## src/rtl/txs_pkg.sv

```systemverilog
// Package: shared bit positions and state type for the transmit streamer.
// Assumes 8-bit register views; positions are fixed by software decoding.
package txs_pkg;
    localparam int CTRL_EN_BIT    = 6;
    localparam int CTRL_FLUSH_BIT = 7;
    localparam int IRQ_NAK_BIT    = 0;
    localparam int IRQ_TXE_BIT    = 1;
    localparam int IRQ_OVF_BIT    = 2;
    localparam int FST_EMPTY_BIT  = 4;
    localparam int REG_W          = 8;

    typedef enum logic [0:0] {
        DRN_IDLE = 1'b0,
        DRN_BUSY = 1'b1
    } drain_state_t;
endpackage

```

## src/rtl/txs_fifo_store.sv

```systemverilog
// Byte queue storage: circular buffer with read/write pointers and a count.
// Assumes the caller never pushes when full nor pops when empty; clear has
// priority over push and pop in the same cycle.
module txs_fifo_store #(
    parameter int DEPTH  = 64,
    parameter int DATA_W = 8,
    localparam int PTR_W = (DEPTH > 1) ? $clog2(DEPTH) : 1,
    localparam int CNT_W = $clog2(DEPTH + 1)
) (
    input  logic              clk,
    input  logic              rst_n,
    input  logic              push,
    input  logic [DATA_W-1:0] push_data,
    input  logic              pop,
    input  logic              clear,
    output logic [DATA_W-1:0] head,
    output logic              full,
    output logic              empty
);
    logic [DATA_W-1:0] mem [DEPTH];
    logic [PTR_W-1:0]  wr_ptr;
    logic [PTR_W-1:0]  rd_ptr;
    logic [CNT_W-1:0]  count;

    // Advance a pointer with wrap at DEPTH-1.
    function automatic logic [PTR_W-1:0] nxt(input logic [PTR_W-1:0] p);
        return (p == PTR_W'(DEPTH - 1)) ? '0 : p + 1'b1;
    endfunction

    // Write the pushed byte into storage.
    always_ff @(posedge clk) begin
        if (push && !clear) begin
            mem[wr_ptr] <= push_data;
        end
    end

    // Maintain pointers and fill count.
    always_ff @(posedge clk) begin
        if (!rst_n || clear) begin
            wr_ptr <= '0;
            rd_ptr <= '0;
            count  <= '0;
        end else begin
            if (push) wr_ptr <= nxt(wr_ptr);
            if (pop)  rd_ptr <= nxt(rd_ptr);
            case ({push, pop})
                2'b10:   count <= count + 1'b1;
                2'b01:   count <= count - 1'b1;
                default: count <= count;
            endcase
        end
    end

    assign head  = mem[rd_ptr];
    assign full  = (count == CNT_W'(DEPTH));
    assign empty = (count == '0);

    AST_NO_OVERFLOW: assert property (@(posedge clk) disable iff (!rst_n)
        push |-> (count < CNT_W'(DEPTH)));
    AST_POP_NONEMPTY: assert property (@(posedge clk) disable iff (!rst_n)
        pop |-> (count != '0));
    AST_CLEAR_EMPTIES: assert property (@(posedge clk) disable iff (!rst_n)
        clear |=> (count == '0));
endmodule

```

## src/rtl/txs_drain_ctrl.sv

```systemverilog
// Drain sequencer: launches one queued byte at a time to the byte engine,
// waits for its done pulse, halts on NAK and performs (or defers) flushes.
// Assumes eng_done is a single-cycle pulse and eng_nak is valid with it.
module txs_drain_ctrl
    import txs_pkg::*;
#(
    parameter int DATA_W = 8
) (
    input  logic              clk,
    input  logic              rst_n,
    input  logic              fifo_en,
    input  logic              flush_req,
    input  logic              q_empty,
    input  logic [DATA_W-1:0] q_head,
    input  logic              eng_done,
    input  logic              eng_nak,
    output logic              q_pop,
    output logic              q_clear,
    output logic              eng_start,
    output logic [DATA_W-1:0] eng_byte,
    output logic              busy,
    output logic              ack_ev,
    output logic              nak_ev
);
    drain_state_t state;
    logic         halted;
    logic         flush_pend;
    logic         done_ev;
    logic         launch;

    assign busy    = (state == DRN_BUSY);
    assign done_ev = busy && eng_done;
    assign ack_ev  = done_ev && !eng_nak;
    assign nak_ev  = done_ev && eng_nak;
    assign q_clear = (flush_req && !busy) || (done_ev && (flush_pend || flush_req));
    assign launch  = !busy && fifo_en && !q_empty && !halted && !flush_req;
    assign q_pop   = launch;

    // Track whether a byte is on the bus.
    always_ff @(posedge clk) begin
        if (!rst_n) begin
            state <= DRN_IDLE;
        end else if (launch) begin
            state <= DRN_BUSY;
        end else if (done_ev) begin
            state <= DRN_IDLE;
        end
    end

    // Register the one-cycle start pulse and the launched byte.
    always_ff @(posedge clk) begin
        if (!rst_n) begin
            eng_start <= 1'b0;
            eng_byte  <= '0;
        end else begin
            eng_start <= launch;
            if (launch) eng_byte <= q_head;
        end
    end

    // Halt on NAK until a flush completes.
    always_ff @(posedge clk) begin
        if (!rst_n) begin
            halted <= 1'b0;
        end else if (q_clear) begin
            halted <= 1'b0;
        end else if (nak_ev) begin
            halted <= 1'b1;
        end
    end

    // Remember a flush requested while a byte is in flight.
    always_ff @(posedge clk) begin
        if (!rst_n) begin
            flush_pend <= 1'b0;
        end else if (q_clear) begin
            flush_pend <= 1'b0;
        end else if (flush_req && busy) begin
            flush_pend <= 1'b1;
        end
    end

    AST_ONE_IN_FLIGHT: assert property (@(posedge clk) disable iff (!rst_n)
        (busy && !eng_done) |=> !eng_start);
    AST_HALT_NO_LAUNCH: assert property (@(posedge clk) disable iff (!rst_n)
        halted |=> !eng_start);
    AST_FLUSH_NO_LAUNCH: assert property (@(posedge clk) disable iff (!rst_n)
        flush_pend |=> !eng_start);
    AST_DISABLED_NO_LAUNCH: assert property (@(posedge clk) disable iff (!rst_n)
        !fifo_en |=> !eng_start);
endmodule

```

## src/rtl/txs_status_regs.sv

```systemverilog
// Register views: enable bit, self-clearing flush command, sticky
// write-one-to-clear interrupt flags and the live FIFO status byte.
// Assumes the event inputs are single-cycle pulses from the sequencer.
module txs_status_regs
    import txs_pkg::*;
(
    input  logic             clk,
    input  logic             rst_n,
    input  logic             ctrl_wr,
    input  logic [REG_W-1:0] ctrl_wdata,
    input  logic             data_wr,
    input  logic             irq_clr_wr,
    input  logic [REG_W-1:0] irq_clr_mask,
    input  logic             q_full,
    input  logic             q_empty,
    input  logic             busy,
    input  logic             ack_ev,
    input  logic             nak_ev,
    output logic             fifo_en,
    output logic             flush_req,
    output logic             push,
    output logic [REG_W-1:0] ctrl_rdata,
    output logic [REG_W-1:0] irq_flags,
    output logic [REG_W-1:0] fifo_flags
);
    logic       nak_q;
    logic       txe_q;
    logic       ovf_q;
    logic       ovf_ev;
    logic       txe_ev;
    logic [2:0] clr;
    logic       unused_bits;

    assign unused_bits = ^{ctrl_wdata[5:0], irq_clr_mask[REG_W-1:3]};
    assign flush_req   = ctrl_wr && ctrl_wdata[CTRL_FLUSH_BIT];
    assign push        = data_wr && fifo_en && !q_full;
    assign ovf_ev      = data_wr && fifo_en && q_full;
    assign txe_ev      = ack_ev && q_empty;
    assign clr         = irq_clr_wr ? irq_clr_mask[2:0] : 3'b000;

    // Hold the enable bit from control writes.
    always_ff @(posedge clk) begin
        if (!rst_n) begin
            fifo_en <= 1'b0;
        end else if (ctrl_wr) begin
            fifo_en <= ctrl_wdata[CTRL_EN_BIT];
        end
    end

    // Sticky interrupt flags: set wins over a same-cycle clear.
    always_ff @(posedge clk) begin
        if (!rst_n) begin
            nak_q <= 1'b0;
            txe_q <= 1'b0;
            ovf_q <= 1'b0;
        end else begin
            nak_q <= nak_ev || (nak_q && !clr[IRQ_NAK_BIT]);
            txe_q <= txe_ev || (txe_q && !clr[IRQ_TXE_BIT]);
            ovf_q <= ovf_ev || (ovf_q && !clr[IRQ_OVF_BIT]);
        end
    end

    // Assemble the read views.
    always_comb begin
        ctrl_rdata                = '0;
        ctrl_rdata[CTRL_EN_BIT]   = fifo_en;
        irq_flags                 = '0;
        irq_flags[IRQ_NAK_BIT]    = nak_q;
        irq_flags[IRQ_TXE_BIT]    = txe_q;
        irq_flags[IRQ_OVF_BIT]    = ovf_q;
        fifo_flags                = '0;
        fifo_flags[FST_EMPTY_BIT] = q_empty && !busy;
    end

    AST_OVF_ON_DROP: assert property (@(posedge clk) disable iff (!rst_n)
        (data_wr && fifo_en && q_full) |=> irq_flags[IRQ_OVF_BIT]);
    AST_NAK_FLAG: assert property (@(posedge clk) disable iff (!rst_n)
        nak_ev |=> irq_flags[IRQ_NAK_BIT]);
    AST_W1C: assert property (@(posedge clk) disable iff (!rst_n)
        (irq_clr_wr && irq_clr_mask[IRQ_TXE_BIT] && !txe_ev) |=> !irq_flags[IRQ_TXE_BIT]);
endmodule

```

## src/rtl/i2c_txfifo_streamer.sv

```systemverilog
// Transmit FIFO streamer: queues bytes written while enabled and drains them
// to an I2C byte engine one acknowledge phase at a time.
// Assumes the byte engine owns all bus signalling and reports done/nak.
module i2c_txfifo_streamer
    import txs_pkg::*;
#(
    parameter int DEPTH = 64
) (
    input  logic             clk,
    input  logic             rst_n,
    input  logic             ctrl_wr,
    input  logic [REG_W-1:0] ctrl_wdata,
    output logic [REG_W-1:0] ctrl_rdata,
    input  logic             data_wr,
    input  logic [REG_W-1:0] data_wdata,
    input  logic             irq_clr_wr,
    input  logic [REG_W-1:0] irq_clr_mask,
    output logic [REG_W-1:0] irq_flags,
    output logic [REG_W-1:0] fifo_flags,
    output logic             eng_start,
    output logic [REG_W-1:0] eng_byte,
    input  logic             eng_done,
    input  logic             eng_nak
);
    logic             fifo_en;
    logic             flush_req;
    logic             push;
    logic             pop;
    logic             clear;
    logic             q_full;
    logic             q_empty;
    logic [REG_W-1:0] q_head;
    logic             busy;
    logic             ack_ev;
    logic             nak_ev;

    txs_fifo_store #(.DEPTH(DEPTH), .DATA_W(REG_W)) u_store (
        .clk       (clk),
        .rst_n     (rst_n),
        .push      (push),
        .push_data (data_wdata),
        .pop       (pop),
        .clear     (clear),
        .head      (q_head),
        .full      (q_full),
        .empty     (q_empty)
    );

    txs_drain_ctrl #(.DATA_W(REG_W)) u_drain (
        .clk       (clk),
        .rst_n     (rst_n),
        .fifo_en   (fifo_en),
        .flush_req (flush_req),
        .q_empty   (q_empty),
        .q_head    (q_head),
        .eng_done  (eng_done),
        .eng_nak   (eng_nak),
        .q_pop     (pop),
        .q_clear   (clear),
        .eng_start (eng_start),
        .eng_byte  (eng_byte),
        .busy      (busy),
        .ack_ev    (ack_ev),
        .nak_ev    (nak_ev)
    );

    txs_status_regs u_regs (
        .clk          (clk),
        .rst_n        (rst_n),
        .ctrl_wr      (ctrl_wr),
        .ctrl_wdata   (ctrl_wdata),
        .data_wr      (data_wr),
        .irq_clr_wr   (irq_clr_wr),
        .irq_clr_mask (irq_clr_mask),
        .q_full       (q_full),
        .q_empty      (q_empty),
        .busy         (busy),
        .ack_ev       (ack_ev),
        .nak_ev       (nak_ev),
        .fifo_en      (fifo_en),
        .flush_req    (flush_req),
        .push         (push),
        .ctrl_rdata   (ctrl_rdata),
        .irq_flags    (irq_flags),
        .fifo_flags   (fifo_flags)
    );

    AST_EMPTY_NO_START: assert property (@(posedge clk) disable iff (!rst_n)
        (fifo_flags[FST_EMPTY_BIT] && !data_wr) |=> !eng_start);
endmodule

```

## config.mk

```make
export PLATFORM = sky130hd
export DESIGN_NAME = i2c_txfifo_streamer
export DESIGN_NICKNAME = d
export VERILOG_FILES = /design/src/rtl/txs_pkg.sv /design/src/rtl/txs_fifo_store.sv /design/src/rtl/txs_drain_ctrl.sv /design/src/rtl/txs_status_regs.sv /design/src/rtl/i2c_txfifo_streamer.sv
export SDC_FILE = /design/constraint.sdc
export NUM_CORES = 1
export LEC_CHECK = 0
export ABC_AREA = 1
export ABC_CLOCK_PERIOD_IN_PS = 3000
export BUFFER_PORTS_ARGS = -buffer_cell sky130_fd_sc_hd__buf_2
export CAP_MARGIN = 40
export CORE_UTILIZATION = 63
export CTS_BUF_LIST = sky130_fd_sc_hd__clkbuf_8
export CTS_CLUSTER_DIAMETER = 120
export DETAILED_ROUTE_END_ITERATION = 12
export GPL_TIMING_DRIVEN = 0
export HOLD_SLACK_MARGIN = 0.12
export MAX_ROUTING_LAYER = met4
export PLACE_DENSITY_LB_ADDON = 0.15
export SETUP_SLACK_MARGIN = 0.2
export SYNTH_ARGS = -nofsm -noshare
export SYNTH_HDL_FRONTEND = slang
export SYNTH_HIERARCHICAL = 1
export SYNTH_SLANG_ARGS = --single-unit
export TNS_END_PERCENT = 10
```

## constraint.sdc

```tcl
create_clock -name clk -period 3 [get_ports clk]
set_input_delay 0.45 -clock clk [delete_from_list [all_inputs] [get_ports clk]]
set_output_delay 0.45 -clock clk [all_outputs]
set_load 0.1 [all_outputs]
```

* Word level (Yosys, flattened, before mapping)
Memories as Yosys holds them, arrays and structs flattened. A register that Yosys moved wholly into a read port is not among the register bits. Cells that the tools add are included. W data, S select, Z words.
Storage, ports and cells: register bits 27, bits in writable memories 512, bits of input ports 31, output and inout bits 33, memories 1
Operators by class: add/subtract/negate cells 4, equal/unequal tests 5, mux-type cells 8, bitwise gates (word level) 1, reductions and logical operators 42
Memories:
- u_store.mem | words 64, bits a word 8, read ports 1, clocked after Yosys merged registers in 1, wr ports 1, line txs_fifo_store.sv:20 | logic [DATA_W-1:0] mem [DEPTH];
Operator list (count):
- $logic_and A1 B1 Y1 | 20
- $pmux W7 S2 | 1
- $add A6 B1 Y6 const B | 2
- $eq A6 B6 Y1 const B | 2
- $logic_not A1 Y1 | 12
- $mux W6 | 2
- $add A7 B1 Y7 const B | 1
- $eq A7 B7 Y1 const B | 1
- $logic_not A7 Y1 | 1
- $sub A7 B1 Y7 const B | 1
- $logic_or A1 B1 Y1 | 6
- $mux W1 | 4
- $reduce_bool A2 Y1 | 2
- $mux W3 | 1
- $eq A2 B1 Y1 const B | 1
- $eq A2 B2 Y1 const B | 1
- $reduce_or A2 Y1 | 1
- $not A1 Y1 | 1

* Logic depth before layout (Yosys ltp)
word-level depth 8, gate-level depth with buffers 20

* Cells and area by module
The synthesis kept the hierarchy.
By module, submodules not included:
- txs_fifo_store | times used 1, cells each 1979, area an instance 22310.1 µm²
- txs_drain_ctrl | times used 1, cells each 82, area an instance 558.0 µm²
- txs_status_regs | times used 1, cells each 51, area an instance 357.8 µm²

* Least setup slack after synthesis
OpenSTA, ideal clock, no wires.
path type register to output, from register u_store.count[4], to output port fifo_flags[4], arrival time 2168 ps, setup slack 382 ps, cell stages (with the launch flop) 6, buffers on the path 0, cells stage by stage dfxtp_1 -> nor2_1 -> inv_1 -> nor3_1 -> inv_1 -> nor2_1
On the way: longest elaborated chain between the ends 2
Ends and longest elaborated chain:
- start, declared | line txs_fifo_store.sv:23 | logic [CNT_W-1:0] count;
- start signal, assigned | line txs_fifo_store.sv:47 | 2'b10: count <= count + 1'b1;
- start signal, assigned | line txs_fifo_store.sv:48 | 2'b01: count <= count - 1'b1;
- start signal, assigned | line txs_fifo_store.sv:49 | default: count <= count;
- $logic_not A7 Y1 | line txs_fifo_store.sv:56 | assign empty = (count == '0);
- net q_empty | line i2c_txfifo_streamer.sv:31 | logic q_empty;
- $logic_and A1 B1 Y1 | line txs_status_regs.sv:72 | fifo_flags[FST_EMPTY_BIT] = q_empty && !busy;
- end, declared | line i2c_txfifo_streamer.sv:19 | output logic [REG_W-1:0] fifo_flags,
The timed path passes the listed nets, and every way through them passes these cells.

* Final worst setup path
from register u_store.count[4], to register u_store.count[6]
On the way: longest elaborated chain between the ends 7, elaborated cells on any way between the ends 14, classes of those cells add/sub: 2; eq/ne: 3; mux: 1; reduce/logical: 8
Ends and longest elaborated chain:
- $logic_not A7 Y1 (*) | line txs_fifo_store.sv:56
- net q_empty | line i2c_txfifo_streamer.sv:31
- $logic_not A1 Y1 (*) | line txs_drain_ctrl.sv:36 | assign launch = !busy && fifo_en && !q_empty && !halted && !flush_req;
- $logic_and A1 B1 Y1 (*) (3 in a row) | line txs_drain_ctrl.sv:36
- net pop | line i2c_txfifo_streamer.sv:28 | logic pop;
- $eq A2 B1 Y1 or $eq A2 B2 Y1 (tied branches) | line txs_fifo_store.sv:46 | case ({push, pop})
- $pmux W7 S2 or $reduce_bool A2 Y1 (tied branches)
The timed path passes the listed nets; every way through them passes the cells marked *. A chain may end at the register's enable or synchronous reset.

==> impl_metrics.tcl <==
set metrics [dict create \
    pre_cts_slack_ns -0.6536 \
    fin_nets 2322 \
    numCtsBuffers 87 \
    vias_per_cell 6.086 \
    overflow 0 \
    crit_type "reg2reg" \
    slowest_delay_ns 0.42 \
    drt_first_pass_iters 6 \
    cp.required_ns 3.52 \
    reg2reg_depth 18 \
    initial_core_util_pct 64.67 \
    netlist_area_um2 23230 \
    dpl.hpwl_mm 45.63 \
    first_global_vias 15950 \
    io_pins 64 \
    gp_congestion 0.9748 \
    crit_slowest_cell "nor3_1" \
    slew-limit-headroom_pct 35.13 \
    core_area_um2 35910 \
    setup.worst_path.end_class "flop" \
    reg2reg_from "u_store/count[4]$_SDFFE_PP0P_" \
    final_core_util_pct 73.31 \
    rows 69 \
    power_density_nw_per_um2 614.0 \
    portBuffers 33 \
    holdPathEnd "u_drain/busy$_SDFFE_PN0P_" \
    synth_edf_count 512 \
    routedWlPerCell_um 23.71 \
    layout-drive-gt1-share_pct 15.01 \
    ys_ff_latch 553 \
    placed_cell_area_um2 24280 \
    tightestPinTransition_ns 0.9704 \
    max-clock-path-buffers 3 \
    die_x_um 194.0 \
    die_y_um 194.0 \
    final_antenna_net_count 0 \
    status "finished, final reports clean" \
    wl_mm 66.70 \
    ys_types 34 \
    seq_area_frac_synth_pct 69.73 \
    syn-instance-count 2112 \
    clkTransAtPathRegs_ns 0.06 \
    hold_viol 0 \
    whs_path_depth 4 \
    synthArstFlopShare_pct 0 \
    synth_area_per_cell_um2 11.00 \
    r2r_slack_ns 0.08 \
    finalMaxSlewViolations 0 \
    path_buf_inv 5 \
    cts_tree "yes" \
    track_usage_pct 37.15 \
    critical_path_arrival_ns 3.45 \
    hp-class "in2reg" \
    p_leak_nw 9.932 \
    yosysWarnings 6 \
    layout_setup_ws_ns 0.07786 \
    grt_max_degree 46 \
    r2r-end "u_store/count[6]$_SDFFE_PP0P_" \
    antenna_found_initial 0 \
    route.detailed.drc 0 \
    fillers 2523 \
    insertedDiodeCount 0 \
    synth_ff_type "edfxtp_1" \
    multi_input_area_um2 6202 \
    fin_hold_ws_ns 0.1733 \
    vdd_drop_max_v 0.0004708 \
    min_from "eng_done" \
    cts.sinks 553 \
    finalCritPeriodShare_pct 97.40 \
    cts_max_level 3 \
    dieArea_um2 37640 \
    grt_pass1_wl_mm 98.28 \
    clock_skew_ns 0.03510 \
    drtIter0Drc 2577 \
    finalCriticalPeriod_ns 2.922 \
    rsz0062_at_grt "yes" \
    worstPathMaxFanout 16 \
    max_cap_violations 0 \
    root_buffer "clkbuf_8" \
    clkLatencyLatePin_ns 0.66 \
    start_kind "flop" \
    fmax_ghz 0.3422 \
    seq_area_um2 16200 \
    crit_chain "nor2_1 -> inv_1 -> nor3_1 -> inv_1 -> nand2_1 -> nor2_4 -> ha_1 -> buf_2 -> xnor2_1 -> inv_1 -> ha_1 -> o21bai_1 -> nand4_1 -> nand2_1 -> nand2_1 -> nand3_1 -> nand2_1 -> inv_1" \
    path_delay_family "simple AND/OR/NAND/NOR gates" \
    tns_ns 0 \
    area_growth_syn_to_layout_pct 13.37 \
    setup_viol 0 \
    finish.instance_area_um2 26330 \
    vias 17120 \
]
==> cells by family (layout without fill, tap and decap cells) <==
group                      count (synthesis)  count (layout)  share of synthesized area [%]
AOI/OAI and AO/OA                         35              35                         0.8351
xor gates and xnor gates                   3               3                         0.1131
DFF                                      553             553                          69.73
other                                      1              19                        0.01615
adders and majority gates                  5               5                         0.2694
buffers and inverters                    204             426                          4.972
and+or+nand+nor                         1311            1311                          24.06
==> through the flow <==
step,cells,power [mW]
after floorplan,2130,9.686
after global placement,2624,10.20
after detailed placement,2640,10.24
after CTS,2809,16.17
after global routing,2813,16.65
final,2813,16.17
==> power breakdown <==
part / internal [mW] / leakage (nW) / switching, mW
sequential: 8.45 / 4.93 / 0.0299
combinational: 0.419 / 4.07 / 1.24
clock: 3.19 / 0.926 / 2.83
total: 12.1 / 9.93 / 4.10
==> registers in the layout, summed over array words and instances, names as in the netlist, named ones only <==
signal,count
u_drain/busy,1
u_drain/eng_byte,8
u_drain/eng_start,1
u_drain/flush_pend,1
u_drain/halted,1
u_regs/fifo_en,1
u_regs/nak_q,1
u_regs/ovf_q,1
u_regs/txe_q,1
u_store/count,7
u_store/mem,512
u_store/rd_ptr,6
u_store/wr_ptr,6
==> worst min-delay path, stage by stage <==
cell	delay, ns
buf_2	0.09
nand2_1	0.08
nand2_1	0.07
a21oi_1	0.06
==> routing by layer <==
layer	wire, um	up-vias	track usage (%)
met5	0	-	-
met1	25330	8180	50.28
met3	8287	144	7.323
met2	30640	1165	55.84
li1	-	7632	-
met4	2435	0	14.93
==> worst max-delay path by stage <==
stage,from,end,slack [ns],cells past startpoint
final,u_store/count[4]$_SDFFE_PP0P_,u_store/count[6]$_SDFFE_PP0P_,0.08,18
after global routing,u_store/count[4]$_SDFFE_PP0P_,u_store/count[6]$_SDFFE_PP0P_,-0.18,18
after CTS,u_store/count[0]$_SDFFE_PP0P_,u_store/mem[18][1]$_DFFE_PP_,-0.31,8
after detailed placement,ctrl_wr,u_store/mem[16][3]$_DFFE_PP_,-0.65,10
after global placement,ctrl_wr,u_store/mem[62][4]$_DFFE_PP_,-0.73,10
after floorplan,u_store/count[4]$_SDFFE_PP0P_,fifo_flags[4],0.38,5
==> cells in the mapped netlist (all sizes together), types with 2 or more instances <==
cell type | n | area share [%]
ha | 5 | 0.27
dfxtp | 41 | 3.5
nand2 | 714 | 12
xnor2 | 2 | 0.075
nand3 | 457 | 9.9
nor3 | 11 | 0.24
buf | 129 | 3.7
nor2 | 109 | 1.8
clkbuf | 7 | 0.11
a211oi | 3 | 0.097
a21oi | 19 | 0.43
nand4 | 18 | 0.48
edfxtp | 512 | 66
o21ai | 10 | 0.22
inv | 68 | 1.1
==> layout make-up <==
| class | count | area share, % |
|---|---|---|
| buffer | 136 | 3.407 |
| clock buffer | 93 | 4.861 |
| clock inverter | 62 | 1.354 |
| inverter | 68 | 0.9789 |
| multi-input combinational | 1373 | 23.56 |
| sequential | 553 | 61.51 |
| tap | 461 | 2.191 |
| timing repair buffer | 67 | 2.143 |
==> cell usage in the layout (no fill, tap or decap), types with 11 or more instances in the layout <==
| cell | instances |
|---|---|
| nand2_1 | 713 |
| edfxtp_1 | 512 |
| nand3_1 | 456 |
| buf_2 | 95 |
| clkbuf_8 | 93 |
| inv_1 | 91 |
| nor2_2 | 46 |
| nor2_1 | 42 |
| buf_4 | 42 |
| dfxtp_1 | 41 |
| buf_6 | 27 |
| clkinv_1 | 24 |
| nor2_4 | 21 |
| conb_1 | 19 |
| nand4_1 | 18 |
| a21oi_1 | 18 |
| buf_1 | 12 |
| nor3_1 | 11 |
==> timing repair <==
| item | CTS | global route |
|---|---|---|
| pin swaps | 6 | 5 |
| setup buffers | 4 | 4 |
| endpoints found under the setup margin | 497 | 326 |
| hold endpoints to repair | 4 | 0 |
| resized for setup | 55 | 27 |
| hold buffers | 10 | 0 |
Note: power is estimated with default switching activity, not from simulation.
